[src/rtl/bwr_pkg.sv]
package bwr_pkg;

  typedef enum logic [1:0] {
    PH_IDLE     = 2'd0,
    PH_ANNOUNCE = 2'd1,
    PH_WAIT     = 2'd2,
    PH_SELECT   = 2'd3
  } phase_e;

  // strobes from control to datapath
  typedef struct packed {
    logic latchReq;
    logic cntClear;
    logic recordTerm;
    logic captureWord;
  } dpCtrl_t;

  localparam logic [1:0] TERM_NONE   = 2'b00;
  localparam logic [1:0] TERM_ACK    = 2'b01;
  localparam logic [1:0] TERM_PERIPH = 2'b10;
  localparam logic [1:0] TERM_BUSERR = 2'b11;

endpackage

[src/rtl/bwr_term_encoder.sv]
module bwr_term_encoder import bwr_pkg::*; (
  input  logic       ackIn,
  input  logic       periphValidIn,
  input  logic       busErrIn,
  output logic       termAny,
  output logic [1:0] termCode
);

  assign termAny = ackIn | periphValidIn | busErrIn;

  // bus error outranks valid-peripheral, which outranks acknowledge
  always_comb begin
    if (busErrIn)           termCode = TERM_BUSERR;
    else if (periphValidIn) termCode = TERM_PERIPH;
    else if (ackIn)         termCode = TERM_ACK;
    else                    termCode = TERM_NONE;
  end

endmodule

[src/rtl/bwr_datapath.sv]
module bwr_datapath import bwr_pkg::*; #(
  parameter int ADDR_W       = 24,
  parameter int DATA_W       = 16,
  parameter int CNT_W        = 2,
  parameter bit IMPLICIT_ACK = 1'b0
) (
  input  logic              clk,
  input  logic              rstN,
  input  logic              halfTick,
  input  dpCtrl_t           ctrl,
  input  logic [ADDR_W-1:0] reqAddr,
  input  logic              reqIsProgram,
  input  logic              ackIn,
  input  logic              periphValidIn,
  input  logic              busErrIn,
  input  logic [DATA_W-1:0] rdData,
  output logic [ADDR_W-1:0] busAddr,
  output logic              funcClass,
  output logic [CNT_W-1:0]  halfCount,
  output logic              termSeen,
  output logic [DATA_W-1:0] doneData,
  output logic [1:0]        doneStatus
);

  logic [1:0] termCode;
  logic [1:0] statusNext;

  bwr_term_encoder u_term (
    .ackIn         (ackIn),
    .periphValidIn (periphValidIn),
    .busErrIn      (busErrIn),
    .termAny       (termSeen),
    .termCode      (termCode)
  );

  assign statusNext = IMPLICIT_ACK ? TERM_NONE : termCode;

  // request latch: address and class held for the whole access
  always_ff @(posedge clk or negedge rstN) begin
    if (!rstN) begin
      busAddr   <= '0;
      funcClass <= 1'b0;
    end else if (ctrl.latchReq) begin
      busAddr   <= reqAddr;
      funcClass <= reqIsProgram;
    end
  end

  // half-cycle counter within the current phase
  always_ff @(posedge clk or negedge rstN) begin
    if (!rstN)              halfCount <= '0;
    else if (ctrl.cntClear) halfCount <= '0;
    else if (halfTick)      halfCount <= halfCount + 1'b1;
  end

  always_ff @(posedge clk or negedge rstN) begin
    if (!rstN)                doneStatus <= TERM_NONE;
    else if (ctrl.recordTerm) doneStatus <= statusNext;
  end

  always_ff @(posedge clk or negedge rstN) begin
    if (!rstN)                 doneData <= '0;
    else if (ctrl.captureWord) doneData <= rdData;
  end

endmodule

[src/rtl/bwr_ctrl.sv]
module bwr_ctrl import bwr_pkg::*; #(
  parameter int CNT_W         = 2,
  parameter int ANNOUNCE_HALF = 4,
  parameter int POLL_HALF     = 2,
  parameter int SELECT_HALF   = 4,
  parameter bit IMPLICIT_ACK  = 1'b0
) (
  input  logic             clk,
  input  logic             rstN,
  input  logic             halfTick,
  input  logic             reqValid,
  input  logic [CNT_W-1:0] halfCount,
  input  logic             termSeen,
  output dpCtrl_t          ctrl,
  output logic             addrStrobe,
  output logic             wordSelect,
  output logic             done
);

  localparam logic [CNT_W-1:0] ANN_LAST  = CNT_W'(ANNOUNCE_HALF - 1);
  localparam logic [CNT_W-1:0] POLL_LAST = CNT_W'(POLL_HALF - 1);
  localparam logic [CNT_W-1:0] SEL_LAST  = CNT_W'(SELECT_HALF - 1);

  phase_e           phase, phaseNext;
  logic [CNT_W-1:0] phaseLast;
  logic             phaseEnd;

  always_comb begin
    unique case (phase)
      PH_ANNOUNCE: phaseLast = ANN_LAST;
      PH_WAIT:     phaseLast = POLL_LAST;
      PH_SELECT:   phaseLast = SEL_LAST;
      default:     phaseLast = '0;
    endcase
  end

  assign phaseEnd = halfTick && (halfCount == phaseLast);

  always_comb begin
    phaseNext = phase;
    ctrl      = '0;
    unique case (phase)
      PH_IDLE: begin
        if (reqValid) begin
          phaseNext     = PH_ANNOUNCE;
          ctrl.latchReq = 1'b1;
          ctrl.cntClear = 1'b1;
        end
      end
      PH_ANNOUNCE: begin
        if (phaseEnd) begin
          ctrl.cntClear = 1'b1;
          if (IMPLICIT_ACK || termSeen) begin
            phaseNext       = PH_SELECT;
            ctrl.recordTerm = 1'b1;
          end else begin
            phaseNext = PH_WAIT;
          end
        end
      end
      PH_WAIT: begin
        if (phaseEnd) begin
          ctrl.cntClear = 1'b1;
          if (termSeen) begin
            phaseNext       = PH_SELECT;
            ctrl.recordTerm = 1'b1;
          end
        end
      end
      PH_SELECT: begin
        if (phaseEnd) begin
          ctrl.cntClear    = 1'b1;
          ctrl.captureWord = 1'b1;
          phaseNext        = PH_IDLE;
        end
      end
      default: phaseNext = PH_IDLE;
    endcase
  end

  always_ff @(posedge clk or negedge rstN) begin
    if (!rstN) begin
      phase <= PH_IDLE;
      done  <= 1'b0;
    end else begin
      phase <= phaseNext;
      done  <= (phase == PH_SELECT) && phaseEnd;
    end
  end

  assign addrStrobe = (phase != PH_IDLE);
  assign wordSelect = (phase == PH_SELECT);

  AST_DONE_PULSE: assert property (@(posedge clk) disable iff (!rstN)
    done |=> !done);
  AST_DONE_FROM_SELECT: assert property (@(posedge clk) disable iff (!rstN)
    done |-> $past(wordSelect));
  AST_BUSY_IGNORES_REQ: assert property (@(posedge clk) disable iff (!rstN)
    (addrStrobe && !wordSelect && reqValid) |=> addrStrobe);

endmodule

[src/rtl/bus_word_reader.sv]
module bus_word_reader import bwr_pkg::*; #(
  parameter int ADDR_W        = 24,
  parameter int DATA_W        = 16,
  parameter int ANNOUNCE_HALF = 4,
  parameter int POLL_HALF     = 2,
  parameter int SELECT_HALF   = 4,
  parameter bit IMPLICIT_ACK  = 1'b0
) (
  input  logic              clk,
  input  logic              rstN,
  input  logic              halfTick,
  input  logic              reqValid,
  input  logic [ADDR_W-1:0] reqAddr,
  input  logic              reqIsProgram,
  output logic [ADDR_W-1:0] busAddr,
  output logic              funcClass,
  output logic              addrStrobe,
  output logic              wordSelect,
  input  logic              ackIn,
  input  logic              periphValidIn,
  input  logic              busErrIn,
  input  logic [DATA_W-1:0] rdData,
  output logic              done,
  output logic [DATA_W-1:0] doneData,
  output logic [1:0]        doneStatus
);

  localparam int MAX_AP  = (ANNOUNCE_HALF > POLL_HALF) ? ANNOUNCE_HALF : POLL_HALF;
  localparam int MAX_LEN = (MAX_AP > SELECT_HALF) ? MAX_AP : SELECT_HALF;
  localparam int CNT_W   = (MAX_LEN > 1) ? $clog2(MAX_LEN) : 1;

  dpCtrl_t          ctrl;
  logic [CNT_W-1:0] halfCount;
  logic             termSeen;

  bwr_ctrl #(
    .CNT_W         (CNT_W),
    .ANNOUNCE_HALF (ANNOUNCE_HALF),
    .POLL_HALF     (POLL_HALF),
    .SELECT_HALF   (SELECT_HALF),
    .IMPLICIT_ACK  (IMPLICIT_ACK)
  ) u_ctrl (
    .clk        (clk),
    .rstN       (rstN),
    .halfTick   (halfTick),
    .reqValid   (reqValid),
    .halfCount  (halfCount),
    .termSeen   (termSeen),
    .ctrl       (ctrl),
    .addrStrobe (addrStrobe),
    .wordSelect (wordSelect),
    .done       (done)
  );

  bwr_datapath #(
    .ADDR_W       (ADDR_W),
    .DATA_W       (DATA_W),
    .CNT_W        (CNT_W),
    .IMPLICIT_ACK (IMPLICIT_ACK)
  ) u_dp (
    .clk           (clk),
    .rstN          (rstN),
    .halfTick      (halfTick),
    .ctrl          (ctrl),
    .reqAddr       (reqAddr),
    .reqIsProgram  (reqIsProgram),
    .ackIn         (ackIn),
    .periphValidIn (periphValidIn),
    .busErrIn      (busErrIn),
    .rdData        (rdData),
    .busAddr       (busAddr),
    .funcClass     (funcClass),
    .halfCount     (halfCount),
    .termSeen      (termSeen),
    .doneData      (doneData),
    .doneStatus    (doneStatus)
  );

  AST_ADDR_HOLD: assert property (@(posedge clk) disable iff (!rstN)
    (addrStrobe && $past(addrStrobe)) |-> $stable(busAddr));
  AST_CLASS_HOLD: assert property (@(posedge clk) disable iff (!rstN)
    (addrStrobe && $past(addrStrobe)) |-> $stable(funcClass));
  AST_FIRST_PHASE_NO_SELECT: assert property (@(posedge clk) disable iff (!rstN)
    $rose(addrStrobe) |-> !wordSelect);
  AST_SELECT_AFTER_TERM: assert property (@(posedge clk) disable iff (!rstN)
    (!IMPLICIT_ACK && $rose(wordSelect)) |-> $past(ackIn || periphValidIn || busErrIn));
  AST_DONE_BUS_IDLE: assert property (@(posedge clk) disable iff (!rstN)
    done |-> (!addrStrobe && !wordSelect));
  AST_IMPLICIT_STATUS: assert property (@(posedge clk) disable iff (!rstN)
    (IMPLICIT_ACK && done) |-> (doneStatus == TERM_NONE));
  AST_STATUS_CODED: assert property (@(posedge clk) disable iff (!rstN)
    (!IMPLICIT_ACK && done) |-> (doneStatus != TERM_NONE));

endmodule

[config.mk]
export PLATFORM = sky130hd
export DESIGN_NAME = bus_word_reader
export DESIGN_NICKNAME = d
export VERILOG_FILES = /design/src/rtl/bwr_pkg.sv /design/src/rtl/bwr_term_encoder.sv /design/src/rtl/bwr_datapath.sv /design/src/rtl/bwr_ctrl.sv /design/src/rtl/bus_word_reader.sv
export SDC_FILE = /design/constraint.sdc
export NUM_CORES = 1
export LEC_CHECK = 0
export ABC_CLOCK_PERIOD_IN_PS = 3600
export BUFFER_PORTS_ARGS = -buffer_cell sky130_fd_sc_hd__buf_2
export CORE_MARGIN = 3
export CORE_UTILIZATION = 49
export CTS_CLUSTER_DIAMETER = 40
export CTS_CLUSTER_SIZE = 20
export DETAILED_ROUTE_END_ITERATION = 8
export PLACE_DENSITY = 0.84
export SLEW_MARGIN = 10
export SYNTH_ARGS = -nofsm -noshare
export SYNTH_HDL_FRONTEND = slang
export SYNTH_SLANG_ARGS = --single-unit
[constraint.sdc]
create_clock -name clk -period 3.6 [get_ports clk]
set_input_delay 0 -clock clk [delete_from_list [all_inputs] [get_ports clk]]
set_output_delay 0 -clock clk [all_outputs]
set_load 0.05 [all_outputs]
-- Yosys cells after proc, flatten, opt, wreduce, memory -nomap -nowiden
Index checks and enable logic that the tools add are counted.
- register bits after elaboration: 48
- bits of input ports: 48
- output and inout port bits: 46
- word-level logic and storage cells: 48
- $add $sub $neg: 1
- equality and inequality tests: 9
- multiplexer cells: 21
- bitwise operators: 2
- reduce and logical (&&, ||, !) cells: 8
- operator list (kind ; count):
    2-bit two-way mux ; 11
    2-bit case mux with 4 select lines ; 1
    1-bit two-way mux ; 7
    2-bit by 1-bit != test with 1-bit output (second input constant) ; 3
    5-bit AND reduction ; 1
    2-bit equality test (second input constant) ; 2
    2-bit != test (second input constant) ; 2
    2-bit case mux with 2 select lines ; 1
    2-bit nonzero test ; 2
    2-bit OR reduction ; 2
    1-bit case mux with 3 select lines ; 1
    2-bit by 1-bit adder with 2-bit output (second input constant) ; 1
    2-bit by 1-bit equality test with 1-bit output (second input constant) ; 1
    2-bit equality test ; 1
    1-bit logical AND ; 2
    2-bit logical NOT ; 1
    1-bit bitwise OR ; 2

-- Longest topological paths before layout
- word-level depth: 8
- depth in mapped cells: 8

-- By module
A second synthesis with hierarchy kept.
- cell total of the unflattened synthesis: 129
- area, all modules: 2148.3 um^2
- by module, submodules not included (module ; instances ; cells each ; area each (um^2) ; seq. area each (um^2)):
    bwr_datapath ; 1 ; 98 ; 1840.5 ; 1126.1
    bwr_ctrl ; 1 ; 27 ; 284.0 ; 75.1
    bwr_term_encoder ; 1 ; 4 ; 23.8 ; 0.0

-- Worst setup path before layout
No wires, ideal clock.
- path type: reg2reg
- start: register u_ctrl.phase[0]
- end: register u_dp.doneData[10]
- library setup time: 0.125 ns
- arrival: 1.795 ns
- path slack: 1.680 ns
- cell stages (with the launch flop): 9
- path buffers: 2
- clock period less this slack: 1.920 ns
- cells stage by stage: dfrtp_1 -> inv_1 -> ha_1 -> xor2_1 -> and3_1 -> buf_6 -> nand2_4 -> buf_8 -> mux2_4
- cells in the longest elaborated chain, start to end: 7
- elaborated cells on any way between the ends: 9
- classes of those cells: 4 x eq/ne; 3 x mux; 2 x reduce/logical
- ends and longest elaborated chain (element ; RTL line ; source):
    start: declaration ; bwr_ctrl.sv:24 ; phase_e phase, phaseNext;
    start signal: assignment ; bwr_ctrl.sv:86 ; phase <= phaseNext;
    2-bit equality test / 2-bit by 1-bit equality test with 1-bit output (equally long branches) ; bwr_ctrl.sv:29, bwr_ctrl.sv:42 ;
    2-bit OR reduction (no line) ; - ;
    2-bit case mux with 2 select lines ; bwr_ctrl.sv:29 ; unique case (phase)
    2-bit equality test ; bwr_ctrl.sv:37 ; assign phaseEnd = halfTick && (halfCount == phaseLast);
    1-bit logical AND ; bwr_ctrl.sv:37 ;
    1-bit two-way mux ; bwr_ctrl.sv:71 ; if (phaseEnd) begin
    1-bit two-way mux * ; bwr_ctrl.sv:42 ; unique case (phase)
    end signal: assignment ; bwr_datapath.sv:63 ; else if (ctrl.captureWord) doneData <= rdData;
    end: declaration ; bwr_datapath.sv:21 ; output logic [DATA_W-1:0] doneData,
Every way passes the cells marked *; elsewhere a longest branch is shown, timed or not.
A chain may end at the register's enable or synchronous reset.

-- Final worst setup path
- start: register u_ctrl.phase[0]
- end: register u_ctrl.phase[1]
- cells in the longest elaborated chain, start to end: 7
- elaborated cells on any way between the ends: 15
- classes of those cells: 9 x eq/ne; 2 x mux; 4 x reduce/logical
- ends and longest elaborated chain (element ; RTL line):
    2-bit equality test / 2-bit by 1-bit equality test with 1-bit output (equally long branches) ; bwr_ctrl.sv:29, bwr_ctrl.sv:42
    2-bit OR reduction (no line) ; -
    2-bit case mux with 2 select lines ; bwr_ctrl.sv:29
    2-bit equality test ; bwr_ctrl.sv:37
    1-bit logical AND ; bwr_ctrl.sv:37
    2-bit by 1-bit != test with 1-bit output (no line) ; -
    5-bit AND reduction (no line) ; -
Several ways; a longest one is shown, not always the timed one.

==> impl_metrics.json <==
{
  "status": "finished, final reports clean",
  "cp_num_buf_inv": 1,
  "pre_cts_slack_ns": 1.52,
  "period_share_pct": 57.9,
  "insertion_delay_ns": 0.30,
  "cap_violations": 0,
  "hold_path_class": "primary input to register",
  "avgRoutedWirePerCell_um": 15.5,
  "power_density_nw_per_um2": 1050,
  "clock_path_buffers": 2,
  "setup_slack_ns": 1.52,
  "rr_startpoint": "u_ctrl.phase[0]",
  "hold_start": "busErrIn",
  "cp_data_arrival_time_ns": 2.27,
  "cpPeakStageDelay_ns": 0.44,
  "die_w_um": 70.1,
  "crit_path_start_kind": "register",
  "final_area_sq_um": 3060,
  "yosys_warnings": 0,
  "antenna_found_initial": 0,
  "ctsResizeCount": 0,
  "cts_num_sinks": 48,
  "grt_pass1_wl_mm": 7.85,
  "grt_max_degree": 49,
  "finalHoldViolCount": 0,
  "post_dp_cell_area_sq_um": 2500,
  "antenna_cells": 0,
  "dieHeight_um": 70.1,
  "cts_tree": "yes",
  "drcViolationCount": 0,
  "rows": 22,
  "core_sq_um": 3800,
  "slew_headroom_pct": 32.9,
  "fin_hold_ws_ns": 0.0371,
  "internal_power_mw": 1.60,
  "fmax_mhz": 480,
  "ant_nets": 0,
  "ys_types": 25,
  "r2r_cells": 6,
  "rsz0062_at_grt": "false",
  "cp_max_fo": 5,
  "final_core_util_pct": 80.5,
  "peakVddDrop_v": 0.000760,
  "n_fill_cell": 215,
  "worstHoldPathCells": 3,
  "p_seq_share_pct": 29.6,
  "layout-drive-gt1-share_pct": 53.5,
  "numCtsBuffers": 5,
  "critPathTopFamily": "simple AND/OR/NAND/NOR gates",
  "path_cells": "inv_1 -> ha_1 -> or4b_1 -> a41oi_1 -> nor2_1 -> mux2_1",
  "tightest_slew_ns": 1.00,
  "synth-seq-cells": 48,
  "skew_ns": 0.0130,
  "start_util_pct": 53.0,
  "layout_commonest_cell": "buf_2",
  "dieArea_sq_um": 4910,
  "pwr-share-comb_pct": 58.3,
  "io_pins": 94,
  "clkTransAtPathRegs_ns": 0.08,
  "p_total_mw": 3.22,
  "setup_viol": 0,
  "maxSlewViolCount": 0,
  "critPathLaunch": "u_ctrl.phase[0]",
  "p_leak_nw": 1.56,
  "clockPowerShare_pct": 12.0,
  "fin_cells": 321,
  "first_pass_iters": 6,
  "ctsHtreeMaxLevel": 2,
  "reg2reg_to": "u_ctrl.phase[1]",
  "overflow": 0,
  "syn_area_per_cell_sq_um": 15.3,
  "cts-root-buf": "clkbuf_8",
  "multi_input_area_sq_um": 759,
  "seq_area_frac_synth_pct": 59.7,
  "syn_area_sq_um": 2010,
  "slowest_stage": "dfrtp_1",
  "io_buffers": 93,
  "syn_inst": 132,
  "area_delta_synth_final_pct": 51.8,
  "wirelength_mm": 4.97,
  "required_ns": 3.78,
  "grt_pass1_vias": 1662,
  "hold_end": "u_dp.doneStatus[0]",
  "worstSetupPathType": "register to register",
  "grt_util_all_layers_pct": 20.7,
  "netSwitchingFraction_pct": 50.4,
  "fin_nets": 325,
  "post-dp-hpwl_mm": 3.02,
  "routabilityCongestion": 0.808,
  "drt_iter0_drc": 38,
  "synthesis.nets": 185,
  "crit_path_end_kind": "register",
  "vias": 1547,
  "via_per_inst": 4.82,
  "ff2ff_setup_slack_ns": 1.52,
  "power_switching_mw": 1.62,
  "fin_crit_ns": 2.08,
  "fin_setup_tns_ns": 0,
  "ff_latch_area_sq_um": 1200,
  "final_cell_mix": "93 x buf_2, 48 x dfrtp_1, 44 x dlygate4sd3_1",
  "place_inst": 269
}
==> worst max-delay path by stage <==
stage,cells after the start,end
finish,6,u_ctrl.phase[1]
global route,6,u_dp.doneData[7]
detailed placement,4,u_dp.busAddr[6]
global placement,4,u_dp.busAddr[13]
CTS,4,u_dp.busAddr[6]
floorplan,8,u_dp.doneData[10]
==> sequential cells by signal, indices dropped and copies added (netlist names) <==
| register | count |
|---|---|
| u_dp.busAddr | 24 |
| u_dp.halfCount | 2 |
| u_ctrl.phase | 2 |
| u_dp.funcClass | 1 |
| u_dp.doneData | 16 |
| u_ctrl.done | 1 |
| u_dp.doneStatus | 2 |
==> cells in the mapped netlist (all sizes together) <==
| cell | n | area, sq um |
|---|---|---|
| dfrtp | 48 | 1200 |
| mux2 | 43 | 518 |
| ha | 5 | 62.6 |
| inv | 5 | 18.8 |
| nor2 | 5 | 18.8 |
| nand2 | 3 | 18.8 |
| nor3 | 3 | 15.0 |
| a21oi | 2 | 10.0 |
| a41oi | 2 | 17.5 |
| buf | 2 | 26.3 |
| clkbuf | 2 | 7.51 |
| xnor2 | 2 | 17.5 |
| xor2 | 2 | 17.5 |
| a221oi | 1 | 8.76 |
| and3 | 1 | 6.26 |
| and4b | 1 | 10.0 |
| o211ai | 1 | 7.51 |
| o21ai | 1 | 5.00 |
| o31a | 1 | 10.0 |
| or2 | 1 | 6.26 |
| or4b | 1 | 10.0 |
==> logic make-up after synthesis <==
logic type      share of synthesized area, %
buf+inv                                 2.61
compound gates                          2.92
flops                                   59.7
mux                                     25.7
fa+ha+maj                               3.11
simple gates                            4.23
xor+xnor                                1.74
==> worst min-delay path: cells and delay by family <==
family	cells	cell delay, ns
AND/OR/NAND/NOR	2	0.18
buffers and inverters	1	0.10
==> power groups by stage <==
stage | clock network, mW | registers [mW] | logic, mW
after floorplan | 0 | 1.81 | 0.580
after global placement | 0 | 0.946 | 1.80
after detailed placement | 0 | 0.950 | 1.83
after CTS | 0.393 | 0.945 | 1.88
after global routing | 0.416 | 0.988 | 1.97
final | 0.388 | 0.954 | 1.88
==> per-layer routing <==
layer	wire (um)	global-route usage [%]	vias to the layer above
met5	0	0	-
met4	39	6.81	0
li1	-	-	740
met3	340	5.90	4
met1	1820	21.1	742
met2	2760	39.7	61
==> layout make-up <==
cell class,count,area share [%]
flip-flops and latches,48,39.3
clock inverters,3,1.39
well taps,48,1.96
repair buffers,137,29.6
clock buffers,5,2.25
inverters,5,0.614
multi-input cells,75,24.8
==> what timing repair did <==
item                                    in CTS  in global routing
endpoints found under the setup margin       0                  0
setup buffers                                0                  0
hold buffers                                44                  0
hold endpoints to repair                    91                  0
Note: power is estimated with default switching activity, not from simulation.
